<file path="src/rtl/irq_mask_bank_pkg.sv">
package irq_mask_bank_pkg;
   typedef enum logic [2:0] {
      OFS_STATUS  = 3'd0,
      OFS_MASK    = 3'd1,
      OFS_UNMASK  = 3'd2,
      OFS_MASKSET = 3'd3,
      OFS_FORCE   = 3'd4
   } reg_ofs_e;

   localparam int unsigned OFS_W = 3;
endpackage

</file>
<file path="src/rtl/irq_mask_bank_decode.sv">
module irq_mask_bank_decode
   import irq_mask_bank_pkg::*;
#(
   parameter int unsigned ADDR_W = 4
) (
   input  logic              wr_en,
   input  logic [ADDR_W-1:0] addr,
   output logic              wr_status,
   output logic              wr_unmask,
   output logic              wr_maskset,
   output logic              wr_force,
   output logic              sel_status,
   output logic              sel_mask
);
   function automatic logic hit(input logic [ADDR_W-1:0] a, input reg_ofs_e o);
      return a == ADDR_W'(o);
   endfunction

   always_comb begin
      sel_status = hit(addr, OFS_STATUS);
      sel_mask   = hit(addr, OFS_MASK);
      wr_status  = wr_en && sel_status;
      wr_unmask  = wr_en && hit(addr, OFS_UNMASK);
      wr_maskset = wr_en && hit(addr, OFS_MASKSET);
      wr_force   = wr_en && hit(addr, OFS_FORCE);
   end
endmodule

</file>
<file path="src/rtl/irq_mask_bank_status.sv">
module irq_mask_bank_status #(
   parameter int unsigned DATA_W   = 32,
   parameter logic [DATA_W-1:0] W1C_BITS  = DATA_W'(32'h0003BFFF),
   parameter logic [DATA_W-1:0] RSVD_BITS = DATA_W'(32'hFFC04000)
) (
   input  logic              clk,
   input  logic              rst_n,
   input  logic              wr_status,
   input  logic              wr_force,
   input  logic [DATA_W-1:0] wdata,
   input  logic [DATA_W-1:0] src_set,
   output logic [DATA_W-1:0] status_q
);
   for (genvar i = 0; i < DATA_W; i++) begin : g_bit
      if (RSVD_BITS[i]) begin : g_rsvd
         assign status_q[i] = 1'b0;
      end else if (W1C_BITS[i]) begin : g_w1c
         logic bit_q;
         logic set_ev;
         assign set_ev = src_set[i] | (wr_force & wdata[i]);
         always_ff @(posedge clk) begin
            if (!rst_n)                        bit_q <= 1'b0;
            else if (set_ev)                   bit_q <= 1'b1;
            else if (wr_status && wdata[i])    bit_q <= 1'b0;
         end
         assign status_q[i] = bit_q;
      end else begin : g_rw
         logic bit_q;
         logic set_ev;
         assign set_ev = src_set[i] | (wr_force & wdata[i]);
         always_ff @(posedge clk) begin
            if (!rst_n)          bit_q <= 1'b0;
            else if (set_ev)     bit_q <= 1'b1;
            else if (wr_status)  bit_q <= wdata[i];
         end
         assign status_q[i] = bit_q;
      end
   end
endmodule

</file>
<file path="src/rtl/irq_mask_bank_mask.sv">
module irq_mask_bank_mask #(
   parameter int unsigned DATA_W   = 32,
   parameter logic [DATA_W-1:0] RESET_BITS = DATA_W'(32'h0003BFFF),
   parameter logic [DATA_W-1:0] RSVD_BITS  = DATA_W'(32'hFFC04000)
) (
   input  logic              clk,
   input  logic              rst_n,
   input  logic              wr_unmask,
   input  logic              wr_maskset,
   input  logic [DATA_W-1:0] wdata,
   output logic [DATA_W-1:0] mask_q
);
   for (genvar i = 0; i < DATA_W; i++) begin : g_bit
      if (RSVD_BITS[i]) begin : g_rsvd
         assign mask_q[i] = 1'b0;
      end else begin : g_live
         logic bit_q;
         always_ff @(posedge clk) begin
            if (!rst_n)                      bit_q <= RESET_BITS[i];
            else if (wr_unmask && wdata[i])  bit_q <= 1'b0;
            else if (wr_maskset && wdata[i]) bit_q <= 1'b1;
         end
         assign mask_q[i] = bit_q;
      end
   end
endmodule

</file>
<file path="src/rtl/irq_mask_bank.sv">
module irq_mask_bank #(
   parameter int unsigned DATA_W = 32,
   parameter int unsigned ADDR_W = 4,
   parameter logic [DATA_W-1:0] W1C_BITS   = DATA_W'(32'h0003BFFF),
   parameter logic [DATA_W-1:0] RSVD_BITS  = DATA_W'(32'hFFC04000),
   parameter logic [DATA_W-1:0] MASK_RESET = DATA_W'(32'h0003BFFF)
) (
   input  logic              clk,
   input  logic              rst_n,
   input  logic              wr_en,
   input  logic [ADDR_W-1:0] addr,
   input  logic [DATA_W-1:0] wdata,
   output logic [DATA_W-1:0] rdata,
   input  logic [DATA_W-1:0] src_set,
   output logic              irq
);
   localparam logic [DATA_W-1:0] LIVE_BITS = ~RSVD_BITS;

   if (ADDR_W < irq_mask_bank_pkg::OFS_W) begin : g_chk_addr
      $error("irq_mask_bank: ADDR_W too small for the register map");
   end
   if ((W1C_BITS & RSVD_BITS) != '0) begin : g_chk_w1c
      $error("irq_mask_bank: W1C_BITS overlaps RSVD_BITS");
   end
   if ((MASK_RESET & RSVD_BITS) != '0) begin : g_chk_rst
      $error("irq_mask_bank: MASK_RESET overlaps RSVD_BITS");
   end

   logic wr_status, wr_unmask, wr_maskset, wr_force;
   logic sel_status, sel_mask;
   logic [DATA_W-1:0] status_q;
   logic [DATA_W-1:0] mask_q;
   logic [DATA_W-1:0] pending;

   irq_mask_bank_decode #(.ADDR_W(ADDR_W)) u_decode (
      .wr_en      (wr_en),
      .addr       (addr),
      .wr_status  (wr_status),
      .wr_unmask  (wr_unmask),
      .wr_maskset (wr_maskset),
      .wr_force   (wr_force),
      .sel_status (sel_status),
      .sel_mask   (sel_mask)
   );

   irq_mask_bank_status #(
      .DATA_W    (DATA_W),
      .W1C_BITS  (W1C_BITS),
      .RSVD_BITS (RSVD_BITS)
   ) u_status (
      .clk       (clk),
      .rst_n     (rst_n),
      .wr_status (wr_status),
      .wr_force  (wr_force),
      .wdata     (wdata),
      .src_set   (src_set),
      .status_q  (status_q)
   );

   irq_mask_bank_mask #(
      .DATA_W     (DATA_W),
      .RESET_BITS (MASK_RESET),
      .RSVD_BITS  (RSVD_BITS)
   ) u_mask (
      .clk        (clk),
      .rst_n      (rst_n),
      .wr_unmask  (wr_unmask),
      .wr_maskset (wr_maskset),
      .wdata      (wdata),
      .mask_q     (mask_q)
   );

   always_comb begin
      pending = status_q & ~mask_q & LIVE_BITS;
      irq     = |pending;
      if (sel_status)    rdata = status_q;
      else if (sel_mask) rdata = mask_q;
      else               rdata = '0;
   end
endmodule

</file>
<file path="config.mk">
export PLATFORM = sky130hd
export DESIGN_NAME = irq_mask_bank
export DESIGN_NICKNAME = d
export VERILOG_FILES = /design/src/rtl/irq_mask_bank_pkg.sv /design/src/rtl/irq_mask_bank_decode.sv /design/src/rtl/irq_mask_bank_status.sv /design/src/rtl/irq_mask_bank_mask.sv /design/src/rtl/irq_mask_bank.sv
export SDC_FILE = /design/constraint.sdc
export NUM_CORES = 1
export LEC_CHECK = 0
export ABC_AREA = 1
export ABC_CLOCK_PERIOD_IN_PS = 2360
export BUFFER_PORTS_ARGS = -buffer_cell sky130_fd_sc_hd__buf_2
export CAP_MARGIN = 10
export CORE_ASPECT_RATIO = 0.6
export CORE_UTILIZATION = 35
export CTS_CLUSTER_DIAMETER = 100
export DETAILED_ROUTE_END_ITERATION = 8
export PLACE_DENSITY = 0.57
export SETUP_SLACK_MARGIN = 0.15
export SYNTH_ARGS = -nofsm -noshare
export SYNTH_HDL_FRONTEND = slang
export SYNTH_HIERARCHICAL = 1
export SYNTH_SLANG_ARGS = --single-unit
</file>
<file path="constraint.sdc">
create_clock -name clk -period 2.36 [get_ports clk]
set_clock_uncertainty 0.1 [all_clocks]
set_input_delay 0.472 -clock clk [delete_from_list [all_inputs] [get_ports clk]]
set_output_delay 0.472 -clock clk [all_outputs]
set_load 0.02 [all_outputs]
</file>
==> key figures <==
Run status
  • Status: finished, final reports clean

Detailed routing
  • Met2 WL: 2998 um
  • Via density: ~4.3
  • Final ANT Viol Nets: 0
  • Via count: 2742
  • Routed len/inst: 12.01 um
  • Residual DRC count: 0
  • Met3 WL: 393 um
  • Initial DRC Count: around 170
  • Pre-antenna DRT Iters: 5
  • Max Used Layer: met4
  • Wire length on met1: 4141 um
  • Routed WL: between 7000 and 8000 um

Timing
  • Final Hold Fails: 0
  • RSZ-0062 raised after global routing: no
  • Final-report setup violation count: 0
  • WHS: between 0.3 and 0.4 ns
  • Max Freq: 465.9 MHz
  • Max Slew Vio Count: 0
  • Setup TNS Final: 0 ns
  • Minimum clock period after layout: 2.146 ns
  • Crit share post-route: 0.9095

Cells and area
  • Nets: 592
  • Proportion of layout cells with a drive suffix above 1: 0.2226
  • Fillers: ~960
  • Final std cells w/o fill: between 600 and 700
  • Final Instance Area: about 3300 um2
  • Area grow syn2layout: 5.372%
  • Most common cell after layout, fill and taps aside: nand2_1
  • N_diodes: 0
  • Commonest non-fill, non-tap cells in the layout: 203 x nand2_1, 69 x buf_2, 51 x inv_1

Placement
  • GPL Wtd Cong: approximately 0.8
  • Post-DP HPWL: approximately 5500 um
  • Cells after DPL: roughly 630
  • Cell Area, Placed: around 3100 um2
  • I/O Buffers: 70

Floorplan
  • Cell row count: 26
  • # IOs: between 100 and 150
  • Die width: around 120 um
  • DIE AREA: around 9200 um2
  • Initial Util: 0.3621
  • Core footprint: between 8000 and 9000 um2
  • Die H: 74.88 um

Synth
  • Warning count from the yosys run: 6
  • Yosys cell types: 20
  • Sequential fraction of the synthesis area: 0.2714
  • Mapped Area: between 3000 and 4000 um2
  • Post-synthesis cell type with the largest combined area: dfxtp_1
  • Share of the synthesized area in the top cell type: 0.2714
  • Post-synthesis cell count: ~500
  • Avg Inst Size Synth: just over 6 um2
  • Register bit total from synthesis: 42
  • Area contributors post-synth: dfxtp_1 27%, nand2_1 25%, buf_4 17%, inv_1 6.3%, a21oi_1 6.1%

Clock tree
  • Clock slew at reported path FFs: about 0.060 ns
  • Hold Buf Count CTS: 0
  • Latest clock arrival within the worst-skew pair: approximately 0.28 ns
  • Clk sinks: 42
  • Root Buffer: clkbuf_16
  • CTS tree: done
  • Max Buffers Root-to-Sink: 2
  • Htree depth: 2
  • CTS buffer count: 5

Worst setup path
  • Critical Path Source: addr[2]
  • Critical-path cell list: buf_2 -> nor2_4 -> nand2_2 -> nor2_4 -> nand2_8 -> o21ai_1 -> buf_2
  • Worst setup EP type: output port
  • Slowest cell delay on critical path: about 0.21 ns
  • Reg2reg start: u_status/g_bit[18].g_rw.bit_q
  • Crit Reg-Reg Endpoint: u_status/g_bit[18].g_rw.bit_q
  • CP arrival: 1.57 ns
  • Worst r2r path cells: 4
  • Startpoint class of the critical path: input port
  • Critical Path RT: 1.79 ns
  • Crit-path slowest cell: o21ai_1
  • Critical Path Sink: rdata[6]
  • Worst reg2reg setup slack: around 1.6 ns
  • CP Class: in2out
  • Critical path peak fanout: 17

Flow run
  • Max-Cap Viols: 0

Pwr
  • PD cells: ~500 nW/um2
  • P_leak: 1.865 nW
  • VDD IR-drop max: 253.8 uV

GRT
  • GRT overflow: 0
  • Total track usage: 0.1729
  • Antenna violations before repair: 0
  • Pin count of the biggest net entering global routing: 29
  • Global-route wire length before repair: 11930 um
  • Vias in the first global route: roughly 2400

Worst hold path
  • Hold Path Class: in2reg
[through the flow]
stage	util	setup WS, ns	total power [mW]
2_1_floorplan	-	0.3504	0.9861
3_3_place_gp	0.3625	0.1165	1.014
3_5_place_dp	0.3625	0.08394	1.021
4_1_cts	0.3780	0.1568	1.682
5_1_grt	0.3815	0.1390	1.755
6_report	0.3815	0.2136	1.667
[state kept, by name, summed over array words and instances, names as in the netlist]
name and flops:
u_status/g_bit.g_w1c.bit_q 17, u_status/g_bit.g_rw.bit_q 4, u_mask/g_bit.g_live.bit_q 21
[area by class of cell]
type | count | area (um2) | area share
flip-flops and latches | 42 | 840.8 | 0.2576
multi-input cells | 338 | 1498 | 0.4588
repair buffers | 81 | 451.7 | 0.1384
clock buffers | 7 | 132.6 | 0.04063
inverters | 53 | 201.4 | 0.06171
well taps | 112 | 140.1 | 0.04293
[synthesized netlist by cell type]
cell type	count
nand2_1	204
buf_4	71
inv_1	52
dfxtp_1	42
a21oi_1	38
nor2_1	28
o21ai_0	13
nand3_2	10
o21ai_2	10
buf_6	7
nand3_1	6
nor2_2	3
buf_2	2
buf_8	2
clkbuf_1	2
conb_1	2
nand2_2	2
inv_2	1
nand2_4	1
nor3_1	1
[what timing repair did]
item,in CTS,in global routing
pin swaps,0,2
resized for setup,2,8
buffers inserted,0,0
endpoints found under the setup margin,2,18
[power breakdown]
group | internal [mW] | switching [mW] | total (mW)
clock network | 0.387 | 0.269 | 0.656
logic | 0.0901 | 0.159 | 0.249
registers | 0.741 | 0.0208 | 0.762
[worst min-delay path by stage]
stage,from,endpoint,slack [ns],depth (start not counted)
after CTS,src_set[5],u_status/g_bit[5].g_w1c.bit_q,0.32,3
after global placement,u_mask/g_bit[20].g_live.bit_q,u_mask/g_bit[20].g_live.bit_q,0.35,2
after detailed placement,u_mask/g_bit[19].g_live.bit_q,u_mask/g_bit[19].g_live.bit_q,0.36,2
after floorplan,u_mask/g_bit[18].g_live.bit_q,u_mask/g_bit[18].g_live.bit_q,0.34,2
final,src_set[2],u_status/g_bit[2].g_w1c.bit_q,0.33,3
after global routing,src_set[7],u_status/g_bit[7].g_w1c.bit_q,0.35,3
[cells by family after synthesis]
logic type             count (synthesis)  share of synthesized area
buffers and inverters                137                     0.2771
AO/OA/AOI/OAI                         61                     0.1107
flip-flops                            42                     0.2714
AND/OR/NAND/NOR                      255                     0.3384
other                                  2                   0.002424
[routing by layer]
metal,global-route usage,vias to the layer above
met5,0,-
met4,0.04418,0
met3,0.04318,8
met2,0.2514,63
met1,0.2533,1209
li1,-,1462
[critical path: cells and delay by family]
family / cells / cell delay, ns
buffers and inverters: 2 / 0.32
AO/OA/AOI/OAI: 1 / 0.21
AND/OR/NAND/NOR: 4 / 0.56
Note: power is estimated with default switching activity, not from simulation.
